--- config.mk ---
export PLATFORM = sky130hd
export DESIGN_NAME = vrs_regslave
export DESIGN_NICKNAME = d
export VERILOG_FILES = /design/src/rtl/vrs_pkg.sv /design/src/rtl/vrs_line_sync.sv /design/src/rtl/vrs_byte_engine.sv /design/src/rtl/vrs_xfer_fsm.sv /design/src/rtl/vrs_reg_bank.sv /design/src/rtl/vrs_regslave.sv
export SDC_FILE = /design/constraint.sdc
export NUM_CORES = 1
export LEC_CHECK = 0
export BUFFER_PORTS_ARGS = -buffer_cell sky130_fd_sc_hd__buf_2
export CORE_MARGIN = 4
export CORE_UTILIZATION = 41
export DETAILED_ROUTE_END_ITERATION = 7
export GPL_TIMING_DRIVEN = 1
export HOLD_SLACK_MARGIN = 0.12
export SETUP_SLACK_MARGIN = 0.3
export SLEW_MARGIN = 20
export SYNTH_ARGS = -nofsm -noshare
export SYNTH_HDL_FRONTEND = slang
export SYNTH_SLANG_ARGS = --single-unit
export TNS_END_PERCENT = 20
--- constraint.sdc ---
create_clock -name clk -period 3.4 [get_ports clk]
set_input_delay 0.68 -clock clk [delete_from_list [all_inputs] [get_ports clk]]
set_output_delay 0.68 -clock clk [all_outputs]
set_load 0.005 [all_outputs]
--- src/rtl/vrs_pkg.sv ---
// Package: shared constants, phase encoding and the reserved-slot test
// for the subaddressed register slave.
package vrs_pkg;

    localparam int unsigned REG_W     = 8;
    localparam int unsigned REG_N     = 16;
    localparam int unsigned SUB_W     = $clog2(REG_N);
    localparam logic [6:0]  DEV_ADDR  = 7'b1000100;
    localparam logic [7:0]  POR_VALUE = 8'h01;
    localparam int unsigned CTRL_IDX  = 12;   // control word holding buffer-enable
    localparam int unsigned BUFEN_BIT = 5;

    typedef enum logic [2:0] {
        PH_IDLE,
        PH_DEVADDR,
        PH_SUBADDR,
        PH_DATA,
        PH_SKIP
    } phase_t;

    // Slots that accept data but never change.
    function automatic logic is_reserved(input int unsigned idx);
        case (idx)
            7, 8, 9, 11, 14, 15: return 1'b1;
            default:             return 1'b0;
        endcase
    endfunction

endpackage

--- src/rtl/vrs_line_sync.sv ---
// Bus line front end: brings SCL and SDA into the clock domain with a
// synchroniser chain and derives clock edges and START/STOP events.
// Assumes the bus is slow against clk so every level lasts several cycles.
module vrs_line_sync #(
    parameter int unsigned SYNC_STAGES = 2
) (
    input  logic clk,
    input  logic rst_n,
    input  logic scl_i,
    input  logic sda_i,
    output logic scl_lvl,
    output logic sda_lvl,
    output logic scl_rise,
    output logic scl_fall,
    output logic start_det,
    output logic stop_det
);

    logic [SYNC_STAGES:0] scl_sh;
    logic [SYNC_STAGES:0] sda_sh;
    logic scl_prev;
    logic sda_prev;

    // Shift both lines through the synchroniser plus one history stage.
    always_ff @(posedge clk) begin
        if (!rst_n) begin
            scl_sh <= '1;
            sda_sh <= '1;
        end else begin
            scl_sh <= {scl_sh[SYNC_STAGES-1:0], scl_i};
            sda_sh <= {sda_sh[SYNC_STAGES-1:0], sda_i};
        end
    end

    // Derive the current level, the previous level and the events.
    always_comb begin
        scl_lvl   = scl_sh[SYNC_STAGES-1];
        sda_lvl   = sda_sh[SYNC_STAGES-1];
        scl_prev  = scl_sh[SYNC_STAGES];
        sda_prev  = sda_sh[SYNC_STAGES];
        scl_rise  = scl_lvl & ~scl_prev;
        scl_fall  = ~scl_lvl & scl_prev;
        start_det = scl_lvl & scl_prev & sda_prev & ~sda_lvl;
        stop_det  = scl_lvl & scl_prev & ~sda_prev & sda_lvl;
    end

endmodule

--- src/rtl/vrs_byte_engine.sv ---
// Bit engine: collects eight bits on rising SCL edges, reports a finished
// byte on the following falling edge and drives the acknowledge during the
// ninth clock. A START or STOP clears any partial byte.
module vrs_byte_engine #(
    parameter int unsigned BYTE_W = 8
) (
    input  logic              clk,
    input  logic              rst_n,
    input  logic              scl_rise,
    input  logic              scl_fall,
    input  logic              sda_lvl,
    input  logic              start_det,
    input  logic              stop_det,
    input  logic              ack_want,
    output logic              byte_done,
    output logic [BYTE_W-1:0] byte_val,
    output logic              sda_pull
);

    localparam int unsigned CNT_W = $clog2(BYTE_W + 1);
    localparam logic [CNT_W-1:0] FULL = CNT_W'(BYTE_W);

    logic [CNT_W-1:0]  bit_cnt;
    logic              in_ack;
    logic [BYTE_W-1:0] shreg;

    // A byte is complete at the falling edge after its last bit.
    always_comb begin
        byte_done = scl_fall & (bit_cnt == FULL) & ~in_ack;
        byte_val  = shreg;
    end

    // Shift in bits, then hold or release the acknowledge pull.
    always_ff @(posedge clk) begin
        if (!rst_n) begin
            bit_cnt  <= '0;
            in_ack   <= 1'b0;
            shreg    <= '0;
            sda_pull <= 1'b0;
        end else if (start_det || stop_det) begin
            bit_cnt  <= '0;
            in_ack   <= 1'b0;
            sda_pull <= 1'b0;
        end else begin
            if (scl_rise && !in_ack && bit_cnt != FULL) begin
                shreg   <= {shreg[BYTE_W-2:0], sda_lvl};
                bit_cnt <= bit_cnt + CNT_W'(1);
            end
            if (byte_done) begin
                in_ack   <= 1'b1;
                sda_pull <= ack_want;
            end else if (scl_fall && in_ack) begin
                in_ack   <= 1'b0;
                sda_pull <= 1'b0;
                bit_cnt  <= '0;
            end
        end
    end

endmodule

--- src/rtl/vrs_xfer_fsm.sv ---
// Transfer sequencer: walks address, subaddress and data phases, decides
// each acknowledge and issues write requests with the subaddress pointer.
// Assumes byte_done is a single-cycle pulse from the bit engine.
module vrs_xfer_fsm
    import vrs_pkg::*;
#(
    parameter int unsigned REG_W_P = REG_W,
    parameter int unsigned SUB_W_P = SUB_W
) (
    input  logic               clk,
    input  logic               rst_n,
    input  logic               start_det,
    input  logic               stop_det,
    input  logic               byte_done,
    input  logic [REG_W_P-1:0] byte_val,
    input  logic               bufen,
    input  logic               pend,
    output logic               ack_want,
    output logic               wr_en,
    output logic               wr_buf,
    output logic [SUB_W_P-1:0] wr_addr,
    output logic [REG_W_P-1:0] wr_data
);

    phase_t             phase;
    logic [SUB_W_P-1:0] ptr;
    logic               first_q;

    // Decide the acknowledge for the byte now completing.
    always_comb begin
        ack_want = 1'b0;
        case (phase)
            PH_DEVADDR: ack_want = (byte_val == {DEV_ADDR, 1'b0});
            PH_SUBADDR: ack_want = ((byte_val >> SUB_W_P) == '0);
            PH_DATA:    ack_want = ~pend & (~bufen | first_q);
            default:    ack_want = 1'b0;
        endcase
        wr_en   = byte_done & (phase == PH_DATA) & ack_want;
        wr_buf  = bufen;
        wr_addr = ptr;
        wr_data = byte_val;
    end

    // Advance the phase and the subaddress pointer.
    always_ff @(posedge clk) begin
        if (!rst_n) begin
            phase   <= PH_IDLE;
            ptr     <= '0;
            first_q <= 1'b0;
        end else if (start_det) begin
            phase <= PH_DEVADDR;
        end else if (stop_det) begin
            phase <= PH_IDLE;
        end else if (byte_done) begin
            case (phase)
                PH_DEVADDR: phase <= ack_want ? PH_SUBADDR : PH_SKIP;
                PH_SUBADDR: begin
                    if (ack_want) begin
                        ptr     <= byte_val[SUB_W_P-1:0];
                        first_q <= 1'b1;
                        phase   <= PH_DATA;
                    end else begin
                        phase <= PH_SKIP;
                    end
                end
                PH_DATA: begin
                    if (ack_want) begin
                        ptr     <= ptr + SUB_W_P'(1);
                        first_q <= 1'b0;
                    end else begin
                        phase <= PH_SKIP;
                    end
                end
                default: phase <= phase;
            endcase
        end
    end

endmodule

--- src/rtl/vrs_reg_bank.sv ---
// Register bank: live registers, the single parked byte for buffered mode
// and the blanking edge detector. Reserved slots are fixed at the reset
// value. Assumes vblank_i is slow and needs one capture stage.
module vrs_reg_bank
    import vrs_pkg::*;
#(
    parameter int unsigned REG_N_P = REG_N,
    parameter int unsigned REG_W_P = REG_W,
    parameter int unsigned SUB_W_P = SUB_W
) (
    input  logic                       clk,
    input  logic                       rst_n,
    input  logic                       vblank_i,
    input  logic                       wr_en,
    input  logic                       wr_buf,
    input  logic [SUB_W_P-1:0]         wr_addr,
    input  logic [REG_W_P-1:0]         wr_data,
    output logic [REG_N_P*REG_W_P-1:0] regs_o,
    output logic                       bufen,
    output logic                       pend,
    output logic                       vb_rise
);

    localparam int unsigned BUFEN_POS = CTRL_IDX * REG_W_P + BUFEN_BIT;

    logic               vb_q;
    logic               vb_d;
    logic [SUB_W_P-1:0] park_addr;
    logic [REG_W_P-1:0] park_data;

    // Capture vblank and keep one cycle of history for edge detection.
    always_ff @(posedge clk) begin
        if (!rst_n) begin
            vb_q <= 1'b0;
            vb_d <= 1'b0;
        end else begin
            vb_q <= vblank_i;
            vb_d <= vb_q;
        end
    end

    // Rising blanking edge and the buffer-enable control bit.
    always_comb begin
        vb_rise = vb_q & ~vb_d;
        bufen   = regs_o[BUFEN_POS];
    end

    // Park a buffered byte; the blanking edge retires it.
    always_ff @(posedge clk) begin
        if (!rst_n) begin
            pend      <= 1'b0;
            park_addr <= '0;
            park_data <= '0;
        end else if (wr_en && wr_buf && !is_reserved(int'(wr_addr))) begin
            pend      <= 1'b1;
            park_addr <= wr_addr;
            park_data <= wr_data;
        end else if (vb_rise) begin
            pend <= 1'b0;
        end
    end

    for (genvar g = 0; g < REG_N_P; g++) begin : g_slot
        if (is_reserved(g)) begin : g_fixed
            assign regs_o[g*REG_W_P +: REG_W_P] = REG_W_P'(POR_VALUE);
        end else begin : g_live
            logic [REG_W_P-1:0] cell_q;
            // Load from a direct write or from the parked byte at blanking.
            always_ff @(posedge clk) begin
                if (!rst_n) begin
                    cell_q <= REG_W_P'(POR_VALUE);
                end else if (wr_en && !wr_buf && wr_addr == SUB_W_P'(g)) begin
                    cell_q <= wr_data;
                end else if (vb_rise && pend && park_addr == SUB_W_P'(g)) begin
                    cell_q <= park_data;
                end
            end
            assign regs_o[g*REG_W_P +: REG_W_P] = cell_q;
        end
    end

endmodule

--- src/rtl/vrs_regslave.sv ---
// Top: write-only serial register slave. Joins the line front end, the bit
// engine, the transfer sequencer and the register bank. Assumes clk runs
// many times faster than SCL and that the bus has external pull-ups.
module vrs_regslave
    import vrs_pkg::*;
#(
    parameter int unsigned NREG  = REG_N,
    parameter int unsigned WREG  = REG_W,
    parameter int unsigned NSYNC = 2
) (
    input  logic                 clk,
    input  logic                 rst_n,
    input  logic                 scl_i,
    input  logic                 sda_i,
    input  logic                 vblank_i,
    output logic                 sda_pull_o,
    output logic [NREG*WREG-1:0] regs_o
);

    localparam int unsigned WSUB = $clog2(NREG);

    logic            scl_lvl;
    logic            sda_lvl;
    logic            scl_rise;
    logic            scl_fall;
    logic            start_det;
    logic            stop_det;
    logic            ack_want;
    logic            byte_done;
    logic [WREG-1:0] byte_val;
    logic            bufen;
    logic            pend;
    logic            vb_rise;
    logic            wr_en;
    logic            wr_buf;
    logic [WSUB-1:0] wr_addr;
    logic [WREG-1:0] wr_data;

    vrs_line_sync #(.SYNC_STAGES(NSYNC)) u_sync (
        .clk       (clk),
        .rst_n     (rst_n),
        .scl_i     (scl_i),
        .sda_i     (sda_i),
        .scl_lvl   (scl_lvl),
        .sda_lvl   (sda_lvl),
        .scl_rise  (scl_rise),
        .scl_fall  (scl_fall),
        .start_det (start_det),
        .stop_det  (stop_det)
    );

    vrs_byte_engine #(.BYTE_W(WREG)) u_bits (
        .clk       (clk),
        .rst_n     (rst_n),
        .scl_rise  (scl_rise),
        .scl_fall  (scl_fall),
        .sda_lvl   (sda_lvl),
        .start_det (start_det),
        .stop_det  (stop_det),
        .ack_want  (ack_want),
        .byte_done (byte_done),
        .byte_val  (byte_val),
        .sda_pull  (sda_pull_o)
    );

    vrs_xfer_fsm #(.REG_W_P(WREG), .SUB_W_P(WSUB)) u_seq (
        .clk       (clk),
        .rst_n     (rst_n),
        .start_det (start_det),
        .stop_det  (stop_det),
        .byte_done (byte_done),
        .byte_val  (byte_val),
        .bufen     (bufen),
        .pend      (pend),
        .ack_want  (ack_want),
        .wr_en     (wr_en),
        .wr_buf    (wr_buf),
        .wr_addr   (wr_addr),
        .wr_data   (wr_data)
    );

    vrs_reg_bank #(.REG_N_P(NREG), .REG_W_P(WREG), .SUB_W_P(WSUB)) u_bank (
        .clk      (clk),
        .rst_n    (rst_n),
        .vblank_i (vblank_i),
        .wr_en    (wr_en),
        .wr_buf   (wr_buf),
        .wr_addr  (wr_addr),
        .wr_data  (wr_data),
        .regs_o   (regs_o),
        .bufen    (bufen),
        .pend     (pend),
        .vb_rise  (vb_rise)
    );

endmodule

After elaboration in Yosys (flattened, before gate mapping)
Cells that the tools add are included.
{ "op_classes": {"n_eq_ne": 34, "n_addsub": 2, "n_mux": 44, "n_bitwise": 26, "n_reduce_logical": 57} }
{ "op_table": {"columns": ["cell", "count"], "rows": [
  ["$mux 8", 20],
  ["$eq 4x4->1 const B", 12],
  ["$eq 4x3->1 const B", 7],
  ["$logic_and 1x1->1", 27],
  ["$reduce_bool 2->1", 13],
  ["$mux 4", 5],
  ["$eq 4x2->1 const B", 4],
  ["$and 1x1->1", 13],
  ["$mux 1", 12],
  ["$not 1->1", 12],
  ["$mux 3", 3],
  ["$pmux 3 s3", 1],
  ["$add 4x1->4 const B", 2],
  ["$eq 4x1->1 const B", 2],
  ["$eq 8x8->1 const B", 1],
  ["$logic_not 4->1", 2],
  ["$logic_not 8->1", 1],
  ["$ne 4x4->1 const B", 2],
  ["$pmux 4 s2", 1],
  ["$eq 3x2->1 const B", 2],
  ["$ne 2x2->1 const B", 3],
  ["$reduce_and 3->1", 2],
  ["$reduce_and 6->1", 1],
  ["$reduce_bool 3->1", 2],
  ["11 further kinds", 13]
]} }
{ "totals": {"word_cells": 188, "out_inout_bits": 129, "ff_bits": 123} }

Longest topological paths before layout
Gate-level depths: netlist of run 1.
{ "depth": {"depth_word": 9, "ltp_mapped": 9} }

By module
From an unflattened synthesis of run 1, not the netlist that was laid out.
{ "hier_totals": {"hier_cells": 702, "hier_area_um2": 6139.6} }
{ "by_module_without_submodules": {"columns": ["mod", "cells_per_inst", "area_per_inst_um2", "seq_area_each_um2", "n_inst"], "rows": [
  ["vrs_reg_bank", 545, 4707.0, 1901.8, 1],
  ["vrs_byte_engine", 66, 625.6, 280.3, 1],
  ["vrs_xfer_fsm", 75, 616.8, 160.2, 1],
  ["vrs_line_sync", 16, 190.2, 120.1, 1]
]} }

Least setup slack after synthesis of run 1
Ideal clock, no wire load.
{ "synth_timing": {"path_type": "flip-flop to flip-flop", "startpoint": "register u_bits.bit_cnt[0]", "endpoint": "register u_bank.park_addr[2]", "required_time_ns": 3.328, "setup_slack_ns": 1.350, "path_stages_with_launch": 9, "setup_ns": 0.072, "arrival_ns": 1.979, "synth_period_minus_slack_ns": 2.050, "path_cell_list": "dfxtp_1 inv_1 ha_1 nand3b_4 nor3_4 o31ai_1 a2111oi_4 buf_6 mux2i_1"} }
{ "synth_via": {"elab_chain_len": 7} }
{ "synth_lines": {"columns": ["item", "line", "rtl"], "rows": [
  ["start, declared", "vrs_byte_engine.sv:23", "logic [CNT_W-1:0] bit_cnt;"],
  ["start signal, assigned", "vrs_byte_engine.sv:47", "bit_cnt <= bit_cnt + CNT_W'(1);"],
  ["$eq 4x4->1", "vrs_byte_engine.sv:29", "byte_done = scl_fall & (bit_cnt == FULL) & ~in_ack;"],
  ["$and 1x1->1 (2 in series)", "vrs_byte_engine.sv:29", null],
  ["$and 1x1->1 (2 in series)", "vrs_xfer_fsm.sv:38", "wr_en = byte_done & (phase == PH_DATA) & ack_want;"],
  ["$logic_and 1x1->1 (2 in series)", "vrs_reg_bank.sv:54", "end else if (wr_en && wr_buf && !is_reserved(int'(wr_addr))) begin"],
  ["end signal, assigned", "vrs_reg_bank.sv:56", "park_addr <= wr_addr;"],
  ["end, declared", "vrs_reg_bank.sv:28", "logic [SUB_W_P-1:0] park_addr;"]
]} }
Every way passes these cells.
A chain may end at the register's enable or synchronous reset.

Final worst setup path of run 1
{ "layout_timing": {"startpoint": "register u_seq.phase[0]", "endpoint": "register u_bank.park_addr[0]"} }
{ "layout_via": {"elab_chain_len": 5, "word_cells_on_any_way": 8} }
{ "layout_lines": {"columns": ["item", "line", "rtl"], "rows": [
  ["start, declared", "vrs_xfer_fsm.sv:25", "phase_t phase;"],
  ["start signal, assigned", "vrs_xfer_fsm.sv:56", "PH_DEVADDR: phase <= ack_want ? PH_SUBADDR : PH_SKIP;"],
  ["start signal, assigned", "vrs_xfer_fsm.sv:74", "default: phase <= phase;"],
  ["$eq 3x2->1, or another cell as far along", "vrs_xfer_fsm.sv:32, vrs_xfer_fsm.sv:38", null],
  ["$pmux 1 s3 or $and 1x1->1 (tied branches)", "vrs_xfer_fsm.sv:32, vrs_xfer_fsm.sv:38", null],
  ["$and 1x1->1 *", "vrs_xfer_fsm.sv:38", null],
  ["$logic_and 1x1->1 * (2 in series)", "vrs_reg_bank.sv:54", null]
]} }
Every way passes the cells marked *; elsewhere a longest branch is shown, timed or not.

==> Implementation_results.wiki, run 1 <==
{| class="wikitable"
! Metric !! Value
|-
| Final antenna-violating net count || 0
|-
| Synth top area share || between 30% and 40%
|-
| Final cycle utilization of the critical path || 75.0%
|-
| Final Skew || approximately 0.0095 ns
|-
| Die Y || 134 um
|-
| Number of antenna violations at the first check in global routing || 0
|-
| Largest net degree at the start of global routing || 56
|-
| Global routing usage summed across all routing layers || about a fifth
|-
| Worst Setup Path Type || reg -> reg
|-
| Count of antenna diodes in the layout || 0
|-
| Data required time of the worst path || 3.75 ns
|-
| Max_slew headroom || 48.4%
|-
| Final Core Density || 48.4%
|-
| Number of clock sinks || 123
|-
| Deepest clock path buffer count || 2
|-
| GRT Residual Overflow || 0
|-
| Top fanout value on the critical path || 19
|-
| Initial drt markers || 301
|-
| CTS buffer count || 17
|-
| TNS Setup || 0 ns
|-
| Starting Density || between 40% and 50%
|-
| Count of flip-flops with a built-in enable after synthesis || 0
|-
| Area of the die || 18100 um^2
|-
| Count of instances resized after the clock tree is built || 0
|-
| Area of the mapped netlist || between 6000 and 7000 um^2
|-
| Row count || 45
|-
| Library cell occupying the most area in the post-synthesis netlist || sky130_fd_sc_hd__dfxtp_1
|-
| Pre-CTS setup slack || around 0.9 ns
|-
| Cell leakage power || roughly 4.1 nW
|-
| Synth warnings || 0
|-
| Clk root buf || sky130_fd_sc_hd__clkbuf_16
|-
| Total number of vias || 5112
|-
| PortBufs || 85
|-
| Most frequent cells after synthesis || 123 x sky130_fd_sc_hd__dfxtp_1, 116 x sky130_fd_sc_hd__nand2_1, 81 x sky130_fd_sc_hd__mux2i_1
|-
| Final non-filler cell total || ~1000
|-
| Clock tree from TritonCTS || done
|-
| Number of H-tree levels || 4
|-
| Ranking of synthesized cells by area || sky130_fd_sc_hd__dfxtp_1 38%, sky130_fd_sc_hd__mux2i_1 12%, sky130_fd_sc_hd__o211a_1 11%
|-
| Layout cells sized above 1 || 21.1%
|-
| Die span in x || about 130 um
|-
| Count of unique library cells instantiated by Yosys || 53
|-
| Sort of element at the end of the critical path || register
|-
| Routability Congestion || 0.859
|-
| Overall routed net length || around 17 mm
|-
| DRC violation count after routing || 0
|-
| Clock insertion delay at the later pin of the skew report || 0.42 ns
|-
| I/O pin total || roughly 130
|-
| NumNets Final || approximately 760
|-
| Leading register cell type out of synthesis || sky130_fd_sc_hd__dfxtp_1
|-
| Area added between synthesis and finish || 14.0%
|-
| Total placed cells including tap cells || 943
|-
| Share of synthesized registers carrying an async set or reset || 0%
|-
| Post-CTS setup repair buffer count || 0
|-
| Average size of a mapped cell || approximately 9.4 um^2
|-
| Outcome || complete, no violations
|-
| Fin. Hold Viols || 0
|-
| Count of TritonRoute iterations in the first routing pass || 5
|-
| Worst hold-check path type || reg -> reg
|-
| Number of violations of the max-capacitance limit || 0
|-
| Reg clk slew, reported paths || ~0.06 ns
|-
| Count of fill cells added during filler insertion || 1475
|-
| Count leader, synth || sky130_fd_sc_hd__dfxtp_1
|-
| Wire length of the first global-routing pass || 26.1 mm
|-
| Worst path arrival time || 2.90 ns
|-
| Number of synthesized register bits || 123
|-
| Synth Instances || 694
|-
| WL/cell || 17.7 um
|-
| Number of endpoints failing setup at the final stage || 0
|-
| Actual slew at the worst max-slew pin || 0.773 ns
|-
| Worst Setup Slack, final || 0.849 ns
|-
| DR vias/cell || 5.25
|-
| Max Fclk || a little under 0.4 GHz
|-
| Number of global-route vias before repair || roughly 4600
|-
| Area of the core region || 15400 um^2
|-
| Final critical delay including setup and external delays || 2.55 ns
|-
| Startpoint class of the critical path || register
|-
| Setup repair after global routing missed its margin || no
|-
| Share of synthesized area occupied by flip-flops and latches || a little under two fifths
|-
| Worst-case vdd ir drop || 0.376 mV
|-
| Cts-stage hold buffer count || 0
|-
| Power density over the cells || 437 nW/um^2
|-
| Total half-perimeter wirelength after legalization and detailed placement || 11.2 mm
|-
| Number of slew-limit violations in the final report || 0
|}
## kinds of logic after synthesis
| group | after synthesis | share of synthesized area [%] |
|---|---|---|
| simple gates | 240 | 18.4 |
| buf+inv | 122 | 10.6 |
| other cells | 2 | 0.115 |
| compound gates | 105 | 17.3 |
| fa+ha+maj | 6 | 1.15 |
| flops | 123 | 37.6 |
| mux | 92 | 14.3 |
| xor+xnor | 4 | 0.535 |
## worst max-delay path, cell delays in order, from the launching register on
cell and delay, ns:
sky130_fd_sc_hd__dfxtp_1 0.55, sky130_fd_sc_hd__nand3b_4 0.26, sky130_fd_sc_hd__nor3_4 0.56, sky130_fd_sc_hd__o31ai_1 0.27
sky130_fd_sc_hd__a2111oi_4 0.32, sky130_fd_sc_hd__buf_4 0.30, sky130_fd_sc_hd__mux2i_1 0.21
## placed cells by master (no fill, tap or decap), drive strengths merged, types with 2 or more instances in the layout
master / count
a21boi: 3
a21oi: 5
a31o: 2
and2: 4
and2b: 2
and3: 3
and4b: 5
buf: 103
bufinv: 2
clkbuf: 23
clkinv: 5
conb: 48
dfxtp: 123
ha: 6
inv: 11
mux2: 11
mux2i: 81
nand2: 116
nand2b: 13
nand3: 48
nand3b: 2
nor2: 16
nor2b: 9
nor3: 8
nor3b: 3
nor4: 5
nor4b: 2
o211a: 69
o21ai: 5
o311a: 2
o311ai: 10
o31ai: 2
xnor2: 3
## state kept, by name, indices dropped and copies added, names as in the netlist, 4 cells and up
name                         count
u_seq.wr_addr                    4
u_bank.park_addr                 4
u_bits.byte_val                  8
u_bank.g_slot.g_live.cell_q     80
u_bank.park_data                 8
u_bits.bit_cnt                   4
## worst paths after layout
check | start | endpoint | cells after the start | slack, ns
setup reg to reg | u_seq.phase[0] | u_bank.park_addr[0] | 6 | 0.85
setup / recovery | u_seq.phase[0] | u_bank.park_addr[0] | 6 | 0.85
hold reg to reg | u_sync.sda_sh[0] | u_sync.sda_sh[1] | 1 | 0.40
hold / removal | u_sync.sda_sh[0] | u_sync.sda_sh[1] | 1 | 0.40
## through the flow
step / instance area, um^2 / hold WS [ns] / power [mW]
3_3_place_gp: 6890 / 0.393 / 1.55
6_report: 7460 / 0.403 / 3.27
4_1_cts: 7460 / 0.405 / 3.30
5_1_grt: 7460 / 0.422 / 3.36
2_1_floorplan: 6720 / 0.386 / 1.57
3_5_place_dp: 6890 / 0.392 / 1.55
## power by group
group	total, mW	switching, mW	internal (mW)
logic	0.0647	0.0488	0.0160
registers	1.45	0.00596	1.45
clock network	1.75	0.622	1.12
## area by class of cell
| class | instances | area (um^2) | share of cell area, % |
|---|---|---|---|
| clock inverter | 8 | 92.6 | 1.24 |
| inverter | 11 | 41.3 | 0.553 |
| clock buffer | 23 | 478 | 6.40 |
| sequential | 123 | 2460 | 33.0 |
| multi-input combinational | 495 | 3560 | 47.7 |
| tap | 211 | 264 | 3.54 |
| timing repair buffer | 103 | 563 | 7.54 |
## metal layers
metal	wire (um)	track usage [%]	up-vias	share of wire [%]
li1	-	-	2472	-
met1	7820	25.9	2482	45
met2	8170	29.2	150	47
met3	1110	3.60	8	6.4
met4	137	6.50	0	0.79
met5	0	0	-	0
No activity file was read; power rests on OpenSTA's default activity.
==> run 2, diff against run 1 <==
ABC_AREA = 1   (was not set)
clock period = 2.4 ns   (was 3.4 ns; I/O delays follow)
==> run 2 against run 1 <==
Compared with the run above:
- sequential share of layout area is 2.0 points lower
- largest cell class unchanged
- largest power group unchanged
- via count is 26% higher
- synthesized area is 3.1% higher
- register-to-register slack worse by 0.45 ns
- flip-flop and latch count stayed put
- worst setup slack worse by 0.45 ns
- clock power is 68% higher
- clock skew is 0.0040 ns lower
- utilization is 1.2 points higher
- non-clock buffer count is 23 higher
==> Implementation_results.wiki, run 2 <==
{| class="wikitable"
! Metric !! Value
|-
| Design internal power || 4.08 mW (+57%)
|-
| Actual slew at the worst max-slew pin || 0.817 ns (+0.0437 ns)
|-
| Worst hold-check path type || in -> reg
|-
| Routability Congestion || 0.870 (+1.3%)
|-
| Most common cell after layout, fill and taps aside || sky130_fd_sc_hd__nand2_1
|-
| Area of the core region || 16000 um^2 (+3.7%)
|-
| Fin. Hold Viols || 0 (unchanged)
|-
| Comb pwr share || 2.6% (+0.6 points)
|-
| Final Skew || 0.00553 ns (-0.00398 ns)
|-
| Data required time of the worst path || 2.70 ns (-1.05 ns)
|-
| DR vias/cell || 5.10 (-2.9%)
|-
| Most used cells in the layout excluding fill and tap cells || 249 x sky130_fd_sc_hd__nand2_1, 123 x sky130_fd_sc_hd__dfxtp_1, 104 x sky130_fd_sc_hd__nand3_1, 101 x sky130_fd_sc_hd__a21oi_1, 85 x sky130_fd_sc_hd__buf_2
|-
| Register ranked first by flip-flop count || u_bank.g_slot.g_live.cell_q
|-
| Share of the synthesized area in compound gates (AO/OA/AOI/OAI) || 11.8% (-5.4 points)
|-
| PortBufs || 85 (unchanged)
|-
| NumNets Final || 1049 (+38%)
|-
| Global routing usage summed across all routing layers || 20.8% (+2.1 points)
|-
| I/O pin total || 134 (unchanged)
|-
| Worst Setup Path Type || reg -> reg
|-
| Synth Instances || 956 (+38%)
|-
| Deepest clock path buffer count || 2 (unchanged)
|-
| Worst path arrival time || 2.30 ns (-0.60 ns)
|-
| Multi-input gate area || 3520 um^2 (-1.2%)
|-
| Average size of a mapped cell || 7.06 um^2 (-25%)
|-
| Die span in x || 136 um (+1.4%)
|-
| Share of synthesized registers carrying an async set or reset || 0% (unchanged)
|-
| Count of fill cells added during filler insertion || 1638 (+11%)
|-
| Net Sw Power || 1.06 mW (+57%)
|-
| Synth warnings || 0 (unchanged)
|-
| Max_slew headroom || 45.6% (-2.8 points)
|-
| Final antenna-violating net count || 0 (unchanged)
|-
| Number of endpoints failing setup at the final stage || 0 (unchanged)
|-
| Cell leakage power || 3.49 nW (-15%)
|-
| Layout cells sized above 1 || 18.8% (-2.3 points)
|-
| Area share of fa/ha/maj cells after synthesis || 1.11% (-0.034 points)
|-
| Largest family of logic cells by synthesized area || simple AND/OR/NAND/NOR gates
|-
| Total area of sequential cells || 2460 um^2 (unchanged)
|-
| Startpoint class of the critical path || register
|-
| Worst-case vdd ir drop || 0.487 mV (+29%)
|-
| Number of H-tree levels || 4 (unchanged)
|-
| Largest net degree at the start of global routing || 77 (+38%)
|-
| Final non-filler cell total || 1267 (+30%)
|-
| Total number of vias || 6458 (+26%)
|-
| Initial drt markers || 609 (+100%)
|-
| Total cell area at the placement stage || 7200 um^2 (+4.5%)
|-
| Count of antenna diodes in the layout || 0 (unchanged)
|-
| Total placed cells including tap cells || 1230 (+30%)
|-
| Final Core Density || 49.6% (+1.2 points)
|-
| Number of global-route vias before repair || 5625 (+21%)
|-
| Wire length of the first global-routing pass || 29.9 mm (+14%)
|-
| Area of the die || 18600 um^2 (+2.9%)
|-
| Overall routed net length || 19.5 mm (+13%)
|-
| Row count || 46 (+2.2%)
|-
| Design area || 7940 um^2 (+6.3%)
|-
| Final critical delay including setup and external delays || 2.00 ns (-0.550 ns)
|-
| Area of the mapped netlist || 6750 um^2 (+3.1%)
|-
| Number of violations of the max-capacitance limit || 0 (unchanged)
|-
| Ranking of synthesized cells by area || sky130_fd_sc_hd__dfxtp_1 36%, sky130_fd_sc_hd__nand2_1 14%, sky130_fd_sc_hd__nand3_1 7.7%
|-
| Share of synthesized area occupied by flip-flops and latches || 36.5% (-1.1 points)
|-
| Number of synthesized register bits || 123 (unchanged)
|-
| DRC violation count after routing || 0 (unchanged)
|-
| Number of clock sinks || 123 (unchanged)
|-
| Reg clk slew, reported paths || 0.06 ns (about the same)
|-
| Switch share || 20.6% (-0.080 points)
|-
| Post-synthesis simple-gate area fraction || 36.2% (+18 points)
|-
| Relative contribution of the clock network to total power || 57.3% (+3.8 points)
|-
| Largest register FFs || 80 (unchanged)
|-
| Clock tree from TritonCTS || done
|-
| Setup repair after global routing missed its margin || yes
|-
| Fraction of synthesized area in multiplexers || 0% (-14 points)
|-
| Sort of element at the end of the critical path || register
|-
| Synth top area share || 36.5% (-1.1 points)
|-
| TNS Setup || 0 ns (unchanged)
|-
| Outcome || complete, no violations
|-
| Count of unique library cells instantiated by Yosys || 36 (-32%)
|-
| CTS buffer count || 17 (unchanged)
|-
| Number of slew-limit violations in the final report || 0 (unchanged)
|-
| Synth Area in XOR/XNOR || 0.130% (-0.41 points)
|-
| Leading register cell type out of synthesis || sky130_fd_sc_hd__dfxtp_1
|-
| Max Fclk || 0.500 GHz (+28%)
|-
| Flop pwr share || 40.2% (-4.3 points)
|-
| Count of flip-flops with a built-in enable after synthesis || 0 (unchanged)
|-
| Count leader, synth || sky130_fd_sc_hd__nand2_1
|-
| WL/cell || 15.4 um (-13%)
|-
| Most frequent cells after synthesis || 249 x sky130_fd_sc_hd__nand2_1, 123 x sky130_fd_sc_hd__dfxtp_1, 104 x sky130_fd_sc_hd__nand3_1
|-
| Final cycle utilization of the critical path || 83.3% (+8.3 points)
|-
| Die Y || 136 um (+1.4%)
|-
| GRT Residual Overflow || 0 (unchanged)
|-
| Total half-perimeter wirelength after legalization and detailed placement || 12.2 mm (+9.3%)
|-
| Number of antenna violations at the first check in global routing || 0 (unchanged)
|-
| Area added between synthesis and finish || 17.6%
|-
| Power density over the cells || 647 nW/um^2 (+48%)
|-
| Cts-stage hold buffer count || 0 (unchanged)
|-
| Library cell occupying the most area in the post-synthesis netlist || sky130_fd_sc_hd__dfxtp_1
|-
| Clk root buf || sky130_fd_sc_hd__clkbuf_16
|-
| Clock insertion delay at the later pin of the skew report || 0.42 ns (about the same)
|-
| Top fanout value on the critical path || 25 (+6)
|-
| Count of TritonRoute iterations in the first routing pass || 5 (unchanged)
|-
| Starting Density || 42.2% (-0.27 points)
|}
-- run 2: cell types whose count changed in the layout (fill, tap and decap cells not counted), sizes merged, moves of 46 or more --
cell   previous run  this run
a21oi             5       102
inv              11        61
mux2i            81         0
nand2           116       252
nand3            48       108
nand4             0        81
o211a            69         0
o21ai             5        51
-- run 2: kinds of logic (layout without fill, tap and decap cells) --
family / Yosys count / in the layout
compound gates: 157 / 157
xor+xnor: 1 / 1
fa+ha+maj: 6 / 6
buf+inv: 175 / 224
flops: 123 / 123
other cells: 2 / 48
simple gates: 492 / 492
-- run 2: timing repair --
| action | CTS | global route |
|---|---|---|
| endpoints found under the hold margin | 0 | 0 |
| gates resized for setup | 0 | 2 |
| setup buffers | 0 | 5 |
| endpoints found under the setup margin | 0 | 92 |
-- run 2: final timing paths --
check | start | endpoint | slack (ns) | depth (start not counted)
setup / recovery | u_seq.wr_addr[0] | u_bank.park_data[7] | 0.40 | 10
hold / removal | vblank_i | u_bank.vb_q | 0.24 | 3
setup reg to reg | u_seq.wr_addr[0] | u_bank.park_data[7] | 0.40 | 10
hold reg to reg | u_sync.scl_sh[0] | u_sync.scl_sh[1] | 0.41 | 1
-- run 2: final cells by class --
cell class / instances / share of cell area (%)
multi-input combinational: 704 / 44.3
sequential: 123 / 31.0
timing repair buffer: 126 / 9.60
clock buffer: 20 / 5.75
tap: 216 / 3.40
inverter: 66 / 3.14
clock inverter: 12 / 2.74
-- run 2: power groups by stage --
stage	clock [mW]	combinational [mW]	sequential [mW]
after CTS	2.98	0.130	2.06
final	2.94	0.133	2.06
after detailed placement	0	0.130	2.11
after global placement	0	0.129	2.11
after floorplan	0	0.149	2.11
after global routing	3.07	0.149	2.06
-- run 2: through the flow --
step | setup slack [ns] | hold slack, ns | power, mW
after floorplan | 0.601 | 0.393 | 2.25
after global routing | 0.253 | 0.223 | 5.29
after detailed placement | 0.353 | 0.398 | 2.24
after CTS | 0.333 | 0.221 | 5.18
after global placement | 0.365 | 0.398 | 2.24
final | 0.400 | 0.238 | 5.14
-- run 2: per-layer routing --
metal	GRT usage, %	routed length (um)	share of wire (%)	up-vias
met1	29.3	9010	46	2907
li1	-	-	-	3290
met3	5.07	1540	7.9	31
met2	30.9	8600	44	230
met4	7.39	359	1.8	0
met5	0	0	0	-
-- run 2: critical path, stage by stage, from the launching register on --
cell and delay, ns:
sky130_fd_sc_hd__dfxtp_1 0.45, sky130_fd_sc_hd__inv_1 0.12, sky130_fd_sc_hd__ha_1 0.21, sky130_fd_sc_hd__inv_1 0.16
sky130_fd_sc_hd__nand2_1 0.08, sky130_fd_sc_hd__nand3_1 0.07, sky130_fd_sc_hd__nand3_1 0.07, sky130_fd_sc_hd__a21oi_1 0.22
sky130_fd_sc_hd__nand2_4 0.21, sky130_fd_sc_hd__o21ai_0 0.23, sky130_fd_sc_hd__a21oi_1 0.06
